--- src/rtl/tagwalk_pkg.sv ---
package tagwalk_pkg;

  typedef enum logic [3:0] {
    W_IDLE,
    W_TAG_A,
    W_TAG_D,
    W_LEN_LO,
    W_LEN_HI,
    W_CONT,
    W_SUB_A,
    W_SUB_N,
    W_SUB_L,
    W_SUB_H,
    W_ID,
    W_FIN
  } walk_st_t;

  localparam logic [3:0] SHORT_END_NAME = 4'hF;
  localparam logic [6:0] LONG_SEARCH    = 7'h0D;
  localparam logic [7:0] ESCAPE_BYTE    = 8'h3B;
  localparam logic [5:0] SUB_ID_NAME    = 6'h3C;
  localparam int unsigned ESCAPE_LEN    = 6;
  localparam int unsigned HDR_LEN       = 3;

endpackage

--- src/rtl/tw_image_ram.sv ---
module tw_image_ram #(
  parameter int DEPTH = 128,
  parameter int IW    = 18
) (
  input  logic                     clk,
  input  logic                     rst,
  input  logic                     we,
  input  logic [$clog2(DEPTH)-1:0] waddr,
  input  logic [7:0]               wdata,
  input  logic [IW-1:0]            raddr,
  output logic [7:0]               rdata
);
  localparam int AW = $clog2(DEPTH);

  logic [7:0] mem [DEPTH];
  logic [7:0] rd_q;
  logic       oob_q;

  // Plain synchronous write and registered read, suitable for block RAM.
  always_ff @(posedge clk) begin
    if (we) mem[waddr] <= wdata;
    rd_q <= mem[raddr[AW-1:0]];
  end

  always_ff @(posedge clk) begin
    if (rst) oob_q <= 1'b1;
    else     oob_q <= (raddr >= IW'(DEPTH));
  end

  assign rdata = oob_q ? 8'h00 : rd_q;

  // an address past the image yields zero on the next cycle
  p_oob_zero_r8: assert property (@(posedge clk) disable iff (rst)
    (raddr >= IW'(DEPTH)) |=> (rdata == 8'h00));

endmodule

--- src/rtl/tw_id_shift.sv ---
module tw_id_shift #(
  parameter int ID_BYTES = 8
) (
  input  logic                  clk,
  input  logic                  rst,
  input  logic                  clear,
  input  logic                  shift_en,
  input  logic [7:0]            din,
  output logic [8*ID_BYTES-1:0] id_q
);
  localparam int IDW = 8 * ID_BYTES;

  // Earlier bytes move towards the top, so the first byte ends in the MSBs.
  always_ff @(posedge clk) begin
    if (rst || clear) id_q <= '0;
    else if (shift_en) id_q <= {id_q[IDW-9:0], din};
  end

  // a fresh walk starts from an all-zero identifier
  p_clear_zero_r7: assert property (@(posedge clk) disable iff (rst)
    (clear && !shift_en) |=> (id_q == '0));

endmodule

--- src/rtl/tw_walker.sv ---
module tw_walker
  import tagwalk_pkg::*;
#(
  parameter int DEPTH    = 128,
  parameter int ID_BYTES = 8
) (
  input  logic                     clk,
  input  logic                     rst,
  input  logic                     start,
  input  logic [7:0]               rd_data,
  output logic [$clog2(DEPTH)+10:0] rd_addr,
  output logic                     shift_en,
  output logic                     id_clear,
  output logic [$clog2(DEPTH):0]   offset_o,
  output logic                     done_o
);
  localparam int AW = $clog2(DEPTH);
  localparam int IW = AW + 11;
  localparam int OW = AW + 1;
  localparam int KW = (ID_BYTES > 1) ? $clog2(ID_BYTES) : 1;

  walk_st_t      st_q;
  logic [IW-1:0] i_q, j_q, end_q, sub_adv_q;
  logic [6:0]    name_q;
  logic [5:0]    sub_name_q;
  logic [7:0]    lo_q;
  logic [KW-1:0] k_q;
  logic [IW-1:0] len16;

  assign len16    = IW'({rd_data, lo_q}) + IW'(HDR_LEN);
  assign id_clear = (st_q == W_IDLE) && start;
  assign shift_en = (st_q == W_ID);

  // Address for the byte that arrives in the following state.
  always_comb begin
    unique case (st_q)
      W_TAG_D:  rd_addr = i_q + IW'(1);
      W_LEN_LO: rd_addr = i_q + IW'(2);
      W_LEN_HI: rd_addr = i_q + IW'(3);
      W_SUB_A:  rd_addr = j_q;
      W_SUB_N:  rd_addr = j_q + IW'(1);
      W_SUB_L:  rd_addr = j_q + IW'(2);
      W_SUB_H:  rd_addr = j_q + IW'(3);
      W_ID:     rd_addr = j_q + IW'(4) + IW'(k_q);
      default:  rd_addr = i_q;
    endcase
  end

  always_ff @(posedge clk) begin
    if (rst) begin
      st_q       <= W_IDLE;
      i_q        <= '0;
      j_q        <= '0;
      end_q      <= '0;
      sub_adv_q  <= '0;
      name_q     <= '0;
      sub_name_q <= '0;
      lo_q       <= '0;
      k_q        <= '0;
      offset_o   <= '0;
      done_o     <= 1'b0;
    end else begin
      unique case (st_q)
        W_IDLE: if (start) begin
          i_q      <= '0;
          offset_o <= '0;
          done_o   <= 1'b0;
          st_q     <= W_TAG_A;
        end
        W_TAG_A: st_q <= (i_q >= IW'(DEPTH)) ? W_FIN : W_TAG_D;
        W_TAG_D: begin
          if (!rd_data[7]) begin
            i_q  <= i_q + IW'(rd_data[2:0]) + IW'(1);
            st_q <= (rd_data[6:3] == SHORT_END_NAME) ? W_FIN : W_TAG_A;
          end else begin
            name_q <= rd_data[6:0];
            st_q   <= W_LEN_LO;
          end
        end
        W_LEN_LO: begin
          lo_q <= rd_data;
          st_q <= W_LEN_HI;
        end
        W_LEN_HI: begin
          if (name_q == LONG_SEARCH) begin
            end_q <= i_q + len16;
            st_q  <= W_CONT;
          end else begin
            i_q  <= i_q + len16;
            st_q <= W_TAG_A;
          end
        end
        W_CONT: begin
          if (rd_data == ESCAPE_BYTE) begin
            i_q  <= i_q + IW'(ESCAPE_LEN);
            st_q <= W_TAG_A;
          end else begin
            j_q  <= i_q + IW'(HDR_LEN);
            st_q <= W_SUB_A;
          end
        end
        W_SUB_A: begin
          // Past the image every byte reads zero and cannot match, so jump.
          if (j_q >= end_q || j_q >= IW'(DEPTH)) begin
            i_q  <= end_q;
            st_q <= W_TAG_A;
          end else begin
            st_q <= W_SUB_N;
          end
        end
        W_SUB_N: begin
          sub_name_q <= rd_data[5:0];
          st_q       <= W_SUB_L;
        end
        W_SUB_L: begin
          lo_q <= rd_data;
          st_q <= W_SUB_H;
        end
        W_SUB_H: begin
          sub_adv_q <= len16;
          if (sub_name_q == SUB_ID_NAME) begin
            offset_o <= OW'(j_q + IW'(HDR_LEN));
            k_q      <= '0;
            st_q     <= W_ID;
          end else begin
            j_q  <= j_q + len16;
            st_q <= W_SUB_A;
          end
        end
        W_ID: begin
          if (k_q == KW'(ID_BYTES - 1)) begin
            j_q  <= j_q + sub_adv_q;
            st_q <= W_SUB_A;
          end else begin
            k_q <= k_q + KW'(1);
          end
        end
        W_FIN: begin
          done_o <= 1'b1;
          st_q   <= W_IDLE;
        end
        default: st_q <= W_IDLE;
      endcase
    end
  end

  // results stay valid until a new start
  p_done_hold_r9: assert property (@(posedge clk) disable iff (rst)
    (done_o && !start) |=> done_o);
  // an accepted start withdraws done at once
  p_start_clears_r9: assert property (@(posedge clk) disable iff (rst)
    (st_q == W_IDLE && start) |=> !done_o);
  // an identifier can never begin before index 6
  p_ofs_min_r6: assert property (@(posedge clk) disable iff (rst)
    (offset_o != '0) |-> (offset_o >= OW'(6)));
  // a sub-field is only decoded inside its enclosing tag
  p_sub_inside_r5: assert property (@(posedge clk) disable iff (rst)
    (st_q == W_SUB_N) |-> (j_q < end_q));

endmodule

--- src/rtl/tag_id_walker.sv ---
module tag_id_walker #(
  parameter int DEPTH    = 128,
  parameter int ID_BYTES = 8
) (
  input  logic                     clk,
  input  logic                     rst,
  input  logic                     img_we,
  input  logic [$clog2(DEPTH)-1:0] img_addr,
  input  logic [7:0]               img_data,
  input  logic                     start,
  output logic [8*ID_BYTES-1:0]    id_o,
  output logic [$clog2(DEPTH):0]   offset_o,
  output logic                     done_o
);
  localparam int IW = $clog2(DEPTH) + 11;

  logic [IW-1:0] rd_addr;
  logic [7:0]    rd_data;
  logic          shift_en;
  logic          id_clear;

  tw_image_ram #(.DEPTH(DEPTH), .IW(IW)) ram_i (
    .clk   (clk),
    .rst   (rst),
    .we    (img_we),
    .waddr (img_addr),
    .wdata (img_data),
    .raddr (rd_addr),
    .rdata (rd_data)
  );

  tw_walker #(.DEPTH(DEPTH), .ID_BYTES(ID_BYTES)) walk_i (
    .clk      (clk),
    .rst      (rst),
    .start    (start),
    .rd_data  (rd_data),
    .rd_addr  (rd_addr),
    .shift_en (shift_en),
    .id_clear (id_clear),
    .offset_o (offset_o),
    .done_o   (done_o)
  );

  tw_id_shift #(.ID_BYTES(ID_BYTES)) id_i (
    .clk      (clk),
    .rst      (rst),
    .clear    (id_clear),
    .shift_en (shift_en),
    .din      (rd_data),
    .id_q     (id_o)
  );

endmodule

--- config.mk ---
export PLATFORM = sky130hd
export DESIGN_NAME = tag_id_walker
export DESIGN_NICKNAME = d
export VERILOG_FILES = /design/src/rtl/tagwalk_pkg.sv /design/src/rtl/tw_image_ram.sv /design/src/rtl/tw_id_shift.sv /design/src/rtl/tw_walker.sv /design/src/rtl/tag_id_walker.sv
export SDC_FILE = /design/constraint.sdc
export NUM_CORES = 2
export LEC_CHECK = 0
export BUFFER_PORTS_ARGS = -buffer_cell sky130_fd_sc_hd__buf_2
export CAP_MARGIN = 25
export CORE_UTILIZATION = 65
export DETAILED_ROUTE_END_ITERATION = 10
export HOLD_SLACK_MARGIN = 0.03
export PLACE_DENSITY = 0.82
export SETUP_SLACK_MARGIN = 0.2
export SYNTH_ARGS = -nofsm -noshare
export SYNTH_HDL_FRONTEND = slang
export SYNTH_SLANG_ARGS = --single-unit
--- constraint.sdc ---
create_clock -name clk -period 7.4 [get_ports clk]
set_input_delay 0.74 -clock clk [delete_from_list [all_inputs] [get_ports clk]]
set_output_delay 0.74 -clock clk [all_outputs]
set_load 0.01 [all_outputs]
==> After elaboration in Yosys (flattened, before gate mapping) <==
Memories as Yosys holds them, arrays and structs flattened. A register that Yosys moved wholly into a read port is not among the register bits.
Index checks and enable logic that the tools add are counted.
{ "totals": {"register_bits": 174, "latchBits": 0, "ram_bits": 1024, "romBits": 0, "mem_count": 1} }
{ "memory_table": {"columns": ["name", "depth", "word_bits", "read_ports", "rd_clocked_by_memory_dff", "write_ports", "line_no", "text"], "rows": [
  ["ram_i.mem", 128, 8, 1, 1, 1, "tw_image_ram.sv:15", "logic [7:0] mem [DEPTH];"]
]} }
{ "classes": {"n_addsub": 16, "multipliers": 0, "n_div": 0, "n_lt_le_gt_ge": 4, "n_eq_ne": 26, "n_shift": 0, "n_mux": 32, "bitwise": 0, "reduce_logical": 18} }
{ "op_table": {"columns": ["operator", "count"], "rows": [
  ["2-to-1 mux 18 bit", 8],
  ["one-hot mux 18 bit (8 select lines)", 1],
  ["one-hot mux 18 bit (5 select lines)", 1],
  ["adder 18 x 2 -> 18 bit, second input constant", 4],
  ["adder 18 x 1 -> 18 bit, second input constant", 3],
  ["adder 18 bit", 3],
  [">= comparator 18 x 8 -> 1 bit, second input constant", 3],
  ["one-hot mux 18 bit (3 select lines)", 1],
  ["one-hot mux 4 bit (11 select lines)", 1],
  ["adder 18 x 3 -> 18 bit", 2],
  ["adder 18 x 3 -> 18 bit, second input constant", 2],
  ["2-to-1 mux 4 bit", 6],
  ["2-to-1 mux 8 bit", 3],
  ["== test 4 bit, second input constant", 5],
  [">= comparator 18 bit", 1],
  ["adder 16 x 2 -> 17 bit, second input constant", 1],
  ["== test 4 x 3 -> 1 bit, second input constant", 4],
  ["one-hot mux 8 bit (2 select lines)", 1],
  ["2-to-1 mux 3 bit", 5],
  ["!= test 2 bit, second input constant", 7],
  ["== test 4 x 2 -> 1 bit, second input constant", 2],
  ["== test 8 x 6 -> 1 bit, second input constant", 1],
  ["AND reduction 2 bit", 4],
  ["== test 7 x 4 -> 1 bit, second input constant", 1],
  ["18 further kinds", 26]
]} }

==> Longest topological paths before layout <==
{ "depth": {"depth_word": 5, "mapped_depth": 23} }

==> Hierarchy <==
From an unflattened synthesis, not the netlist that was laid out.
{ "hier_totals": {"hier_cells": 3403, "area_unflattened_um2": 53027.1} }
{ "modules_own_cells": {"columns": ["module", "n_inst", "cells_each", "area_per_inst_um2"], "rows": [
  ["tw_image_ram", 1, 1648, 39759.4],
  ["tw_walker", 1, 1548, 10919.2],
  ["tw_id_shift", 1, 207, 2348.5]
]} }

==> Worst setup path before layout <==
OpenSTA, ideal clock, no wires.
{ "synth_timing": {"path_kind": "register -> register", "start": "reg walk_i.st_q[0]", "end": "reg walk_i.j_q[14]", "setup_time_ps": 119, "arrival_time_ps": 4199, "t_required_ps": 7281, "setup_slack_ps": 3082, "stages_incl_launch_ff": 21, "n_path_buf": 6, "period_less_slack_ps": 4318, "cell_sequence": "dfxtp_1 buf_4 buf_4 buf_2 nand4bb_2 clkbuf_1 clkbuf_1 clkbuf_1 a21oi_1 ha_1 fa_1 a21o_1 a21oi_1 o21ai_0 a21oi_1 o21bai_1 a211oi_1 nor2_1 xnor2_1 nor2_1 o221a_2"} }
{ "synth_via": {"elab_chain_len": 3, "word_cells_on_any_way": 9} }
{ "synth_rtl": {"columns": ["item", "line_no", "text"], "rows": [
  ["start, declared", "tw_walker.sv:22", "walk_st_t st_q;"],
  ["start signal, assigned", "tw_walker.sv:70", "W_TAG_A: st_q <= (i_q >= IW'(DEPTH)) ? W_FIN : W_TAG_D;"],
  ["start signal, assigned", "tw_walker.sv:74", "st_q <= (rd_data[6:3] == SHORT_END_NAME) ? W_FIN : W_TAG_A;"],
  ["== test 4 bit or == test 4 x 3 -> 1 bit (tied branches)", "tw_walker.sv:63", "unique case (st_q)"],
  ["!= test 2 bit (no source line) or nonzero test 3 bit (tied branches)", null, null],
  ["AND reduction 4 bit (no source line)", null, null],
  ["end signal, assigned", "tw_walker.sv:98", "j_q <= i_q + IW'(HDR_LEN);"],
  ["end signal, assigned", "tw_walker.sv:126", "j_q <= j_q + len16;"],
  ["end signal, assigned", "tw_walker.sv:132", "j_q <= j_q + sub_adv_q;"],
  ["end, declared", "tw_walker.sv:23", "logic [IW-1:0] i_q, j_q, end_q, sub_adv_q;"]
]} }
Several ways; a longest one is shown, not always the timed one.
A chain may end at the register's enable or synchronous reset.

==> Worst setup path in the final report <==
{ "layout_timing": {"start": "reg walk_i.i_q[1]", "end": "reg ram_i.rd_q[7] (read register of ram_i.mem)"} }
{ "layout_via": {"elab_chain_len": 2, "word_cells_on_any_way": 4} }
{ "layout_rtl": {"columns": ["item", "line_no", "text"], "rows": [
  ["start, declared", "tw_walker.sv:23", null],
  ["start signal, assigned", "tw_walker.sv:73", "i_q <= i_q + IW'(rd_data[2:0]) + IW'(1);"],
  ["start signal, assigned", "tw_walker.sv:89", "i_q <= i_q + len16;"],
  ["start signal, assigned", "tw_walker.sv:95", "i_q <= i_q + IW'(ESCAPE_LEN);"],
  ["adder 18 x 2 -> 18 bit, or another cell as far along", "tw_walker.sv:39", "W_LEN_HI: rd_addr = i_q + IW'(3);"],
  ["one-hot mux 18 bit (8 select lines) *", "tw_walker.sv:36", "unique case (st_q)"],
  ["end, declared", "tw_image_ram.sv:16", "logic [7:0] rd_q;"]
]} }
Mark *: on every way between the ends. The rest lies on a longest branch, timed or not.

==> flow_results.xml <==
<?xml version="1.0" encoding="UTF-8"?>
<metrics>
  <group name="logic_synthesis">
    <metric name="yosys.cell_count.top_type" unit="">nand2_1</metric>
    <metric name="synth_top_flop_cell" unit="">edfxtp_1</metric>
    <metric name="avgSynthCellArea" unit="µm²">11.3</metric>
    <metric name="synthesized_netlist_cell_count" unit="">4810</metric>
    <metric name="netlist_area" unit="µm²">54500</metric>
    <metric name="netlist.top_cell.by_area" unit="">edfxtp_1</metric>
    <metric name="synthDistinctLibCells" unit="">102</metric>
    <metric name="synth_top_cells_by_area" unit="">edfxtp_1, nand2_1, dfxtp_1</metric>
    <metric name="synth.cells.most_frequent" unit="">nand2_1, edfxtp_1, nor2_1</metric>
    <metric name="synth_async_sr_flop_share" unit="%">0</metric>
    <metric name="post-synth-top-area-fraction" unit="%">56.5</metric>
    <metric name="syn_nets" unit="">4906</metric>
    <metric name="yosys_warnings" unit="">0</metric>
    <metric name="yosysSeqAreaShare" unit="%">63.1</metric>
    <metric name="synth_enable_flop_cells" unit="">1024</metric>
    <metric name="synth_seq_cells" unit="">1205</metric>
  </group>
  <group name="worst_setup_path">
    <metric name="cp-start-kind" unit="">flip-flop</metric>
    <metric name="highest_fanout_seen_on_the_critical_path" unit="">65</metric>
    <metric name="timing.critical_path.to_type" unit="">flip-flop</metric>
    <metric name="cp_data_arrival_time" unit="ns">6.77</metric>
    <metric name="worst-endpoint-required" unit="ns">8.06</metric>
    <metric name="critical_path.reg2reg.startpoint" unit="">walk_i.i_q[1]</metric>
    <metric name="worst_setup_path_startpoint" unit="">walk_i.i_q[1]</metric>
    <metric name="setup.worst_path.class" unit="">flip-flop to flip-flop</metric>
  </group>
  <group name="finish">
    <metric name="layout.cell_area.non_filler" unit="µm²">59400</metric>
    <metric name="final_core_utilization" unit="%">72.0</metric>
    <metric name="layout-drive-gt1-share" unit="%">8.67</metric>
    <metric name="design.final.nets" unit="">4885</metric>
    <metric name="layout-area-overhead-vs-synth" unit="%">9.12</metric>
    <metric name="instances_no_fill" unit="">5959</metric>
  </group>
  <group name="die">
    <metric name="floorplan.initialDensity" unit="%">66.0</metric>
    <metric name="io_pins" unit="">92</metric>
    <metric name="fp.coreArea" unit="µm²">82500</metric>
    <metric name="die-height" unit="µm">291</metric>
    <metric name="rows" unit="">105</metric>
    <metric name="die_w" unit="µm">291</metric>
    <metric name="die-area" unit="µm²">85000</metric>
  </group>
  <group name="sta">
    <metric name="layout_worst_path_cycle_share" unit="%">82.5</metric>
    <metric name="timing.final.crit_period" unit="ns">6.11</metric>
    <metric name="rsz0062_at_grt" unit="">no</metric>
    <metric name="setup_tns" unit="ns">0</metric>
    <metric name="timing_worst_slew_pin_value" unit="ns">1.19</metric>
    <metric name="achievable-frequency" unit="GHz">0.164</metric>
    <metric name="timing.max_slew.rel_slack" unit="%">20.5</metric>
    <metric name="clock_skew" unit="ns">0.105</metric>
    <metric name="timing.final.max_slew_violations" unit="">0</metric>
    <metric name="report.final.setup_viol" unit="">0</metric>
    <metric name="final_hold_viol_count" unit="">0</metric>
  </group>
  <group name="clock_network">
    <metric name="post_cts.resized_instances" unit="">0</metric>
    <metric name="cts.sinks" unit="">1205</metric>
    <metric name="cts_buffers" unit="">114</metric>
    <metric name="clk-insertion-delay-late" unit="ns">0.76</metric>
    <metric name="worst_setup_hold_path_clk_slew" unit="ns">0.07</metric>
    <metric name="cts-htree-levels" unit="">3</metric>
    <metric name="root_buffer" unit="">clkbuf_16</metric>
    <metric name="tritoncts" unit="">built</metric>
    <metric name="clockBufferDepth" unit="">3</metric>
    <metric name="cts_hold_buf" unit="">0</metric>
    <metric name="cts_setup_buffers" unit="">0</metric>
  </group>
  <group name="global_routing">
    <metric name="grt.met3_usage" unit="%">8.90</metric>
    <metric name="gr-usage-all-layers" unit="%">37.4</metric>
    <metric name="grt_max_degree" unit="">117</metric>
    <metric name="grt_antenna_before_repair" unit="">5</metric>
    <metric name="remaining_overflow_grt" unit="">0</metric>
    <metric name="grt_busiest_layer" unit="">met2</metric>
    <metric name="grt_use_met1" unit="%">48.7</metric>
    <metric name="grt_pass1_vias" unit="">38900</metric>
    <metric name="wire_length_of_the_first_global_routing_pass" unit="mm">239</metric>
    <metric name="globalRouteMet2Util" unit="%">57.7</metric>
  </group>
  <group name="power_and_ir_drop">
    <metric name="ir_drop" unit="µV">588</metric>
    <metric name="pwr_density_cell" unit="nW/µm²">443</metric>
    <metric name="report.power.total" unit="mW">26.3</metric>
    <metric name="p_leak" unit="nW">20.6</metric>
  </group>
  <group name="status">
    <metric name="outcome" unit="">complete, but fails checks</metric>
    <metric name="violated_checks" unit="">DRC</metric>
  </group>
  <group name="placed_design">
    <metric name="io_buffers" unit="">91</metric>
    <metric name="placed_cells_incl_taps" unit="">5738</metric>
    <metric name="place_area" unit="µm²">55500</metric>
    <metric name="gpl_wtd_cong" unit="">1.02</metric>
    <metric name="detailed_placement_hpwl" unit="mm">98.5</metric>
  </group>
  <group name="routing">
    <metric name="dr_total_vias" unit="">41100</metric>
    <metric name="dr.pass1.iters" unit="">10</metric>
    <metric name="antenna_left" unit="">0</metric>
    <metric name="detail_route.wirelength" unit="mm">161</metric>
    <metric name="remaining_drc_errors" unit="">1</metric>
    <metric name="avgRoutedWirePerCell" unit="µm">26.9</metric>
    <metric name="route.detailed.vias_per_inst" unit="">6.89</metric>
    <metric name="initialDrtViolationCount" unit="">6472</metric>
  </group>
  <group name="min_path">
    <metric name="hold_start" unit="">id_i.id_q[59]</metric>
    <metric name="holdCritPathClass" unit="">flip-flop to flip-flop</metric>
  </group>
  <group name="job">
    <metric name="max-cap-violations" unit="">0</metric>
  </group>
</metrics>
## cell usage in the layout (no fill, tap or decap), drive strengths merged, types with 8 or more instances in the layout
cell type	count
nand2	1039
edfxtp	1024
nor2	381
nand3	300
a21oi	210
buf	199
dfxtp	181
clkbuf	147
o21ai	117
and3	116
a211oi	116
mux2i	97
a31oi	91
a311oi	90
ha	73
xnor2	71
inv	67
nor3	65
xor2	51
clkinv	50
nor2b	28
nand4	27
a21o	21
a22oi	19
o22ai	18
a21boi	18
a221oi	17
nor4	15
a221o	14
nand2b	12
mux4	12
a2111oi	12
bufinv	11
or4	10
a311o	10
or3	9
o211ai	9
and2	9
a222oi	8
## registers in the layout, summed over array words and instances, names as in the netlist
name               count
id_i.id_q             64
walk_i.j_q            18
walk_i.end_q          18
walk_i.k_q             3
walk_i.name_q          7
walk_i.sub_name_q      6
ram_i.rd_q             8
ram_i.mem           1024
ram_i.oob_q            1
walk_i.lo_q            8
walk_i.sub_adv_q      17
walk_i.st_q            4
walk_i.i_q            18
walk_i.done_o          1
walk_i.offset_o        8
## critical path: stages, from the launching register on
cell and delay [ns]:
dfxtp_1 0.79, inv_2 0.26, ha_1 0.39, nand2b_1 0.06, a311o_1 0.39, a221oi_4 0.39, buf_4 0.41, and2_4 0.59
buf_12 0.36, buf_4 0.34, nand2_1 0.12, and3_1 0.18, a311oi_1 0.35, a311oi_1 0.17, o41ai_2 1.00, a211o_1 0.20
## area by class of cell
cell class,count,area [µm²]
Tap cell,1070,1340
Timing Repair Buffer,200,1430
Multi-Input combinational cell,3204,18200
Clock inverter,69,746
Sequential cell,1205,34400
Antenna cell,1,2.50
Fill cell,5329,23100
Inverter,64,240
Clock buffer,146,3090
## kinds of logic (layout without fill, tap and decap cells)
family | count (synthesis) | after routing | synth area share (%)
and+or+nand+nor | 2050 | 2050 | 16.5
muxes | 110 | 110 | 2.30
other | 0 | 1 | 0
buffers and inverters | 401 | 479 | 3.75
adders and majority gates | 77 | 77 | 1.82
AOI/OAI and AO/OA | 845 | 845 | 10.6
DFF | 1205 | 1205 | 63.1
xor gates and xnor gates | 122 | 122 | 1.96
## through the flow
step	setup slack, ns	hold WS [ns]
floorplan	3.08	0.431
global route	1.27	0.457
global placement	1.30	0.439
CTS	1.63	0.444
detailed placement	1.67	0.444
finish	1.29	0.452
## worst paths after layout
| kind | slack (ns) | end | cells after the start |
|---|---|---|---|
| setup reg to reg | 1.29 | ram_i.rd_q[7] | 15 |
| hold reg to reg | 0.45 | id_i.id_q[59] | 2 |
| hold / removal | 0.45 | id_i.id_q[59] | 2 |
| setup / recovery | 1.29 | ram_i.rd_q[7] | 15 |
## power breakdown
group / switching (mW) / internal [mW] / total (mW)
Clock: 2.61 / 3.36 / 5.97
Sequential: 0.369 / 7.50 / 7.87
Combinational: 8.78 / 3.68 / 12.5
Total: 11.8 / 14.5 / 26.3
## metal layers
metal,vias up,share of wire (%),wire length [µm]
li1,17600,-,-
met1,19300,35,55700
met2,3450,45,72600
met3,679,13,21600
met4,6,6.6,10600
met5,-,0.026,41
(Power assumes the default switching activity.)
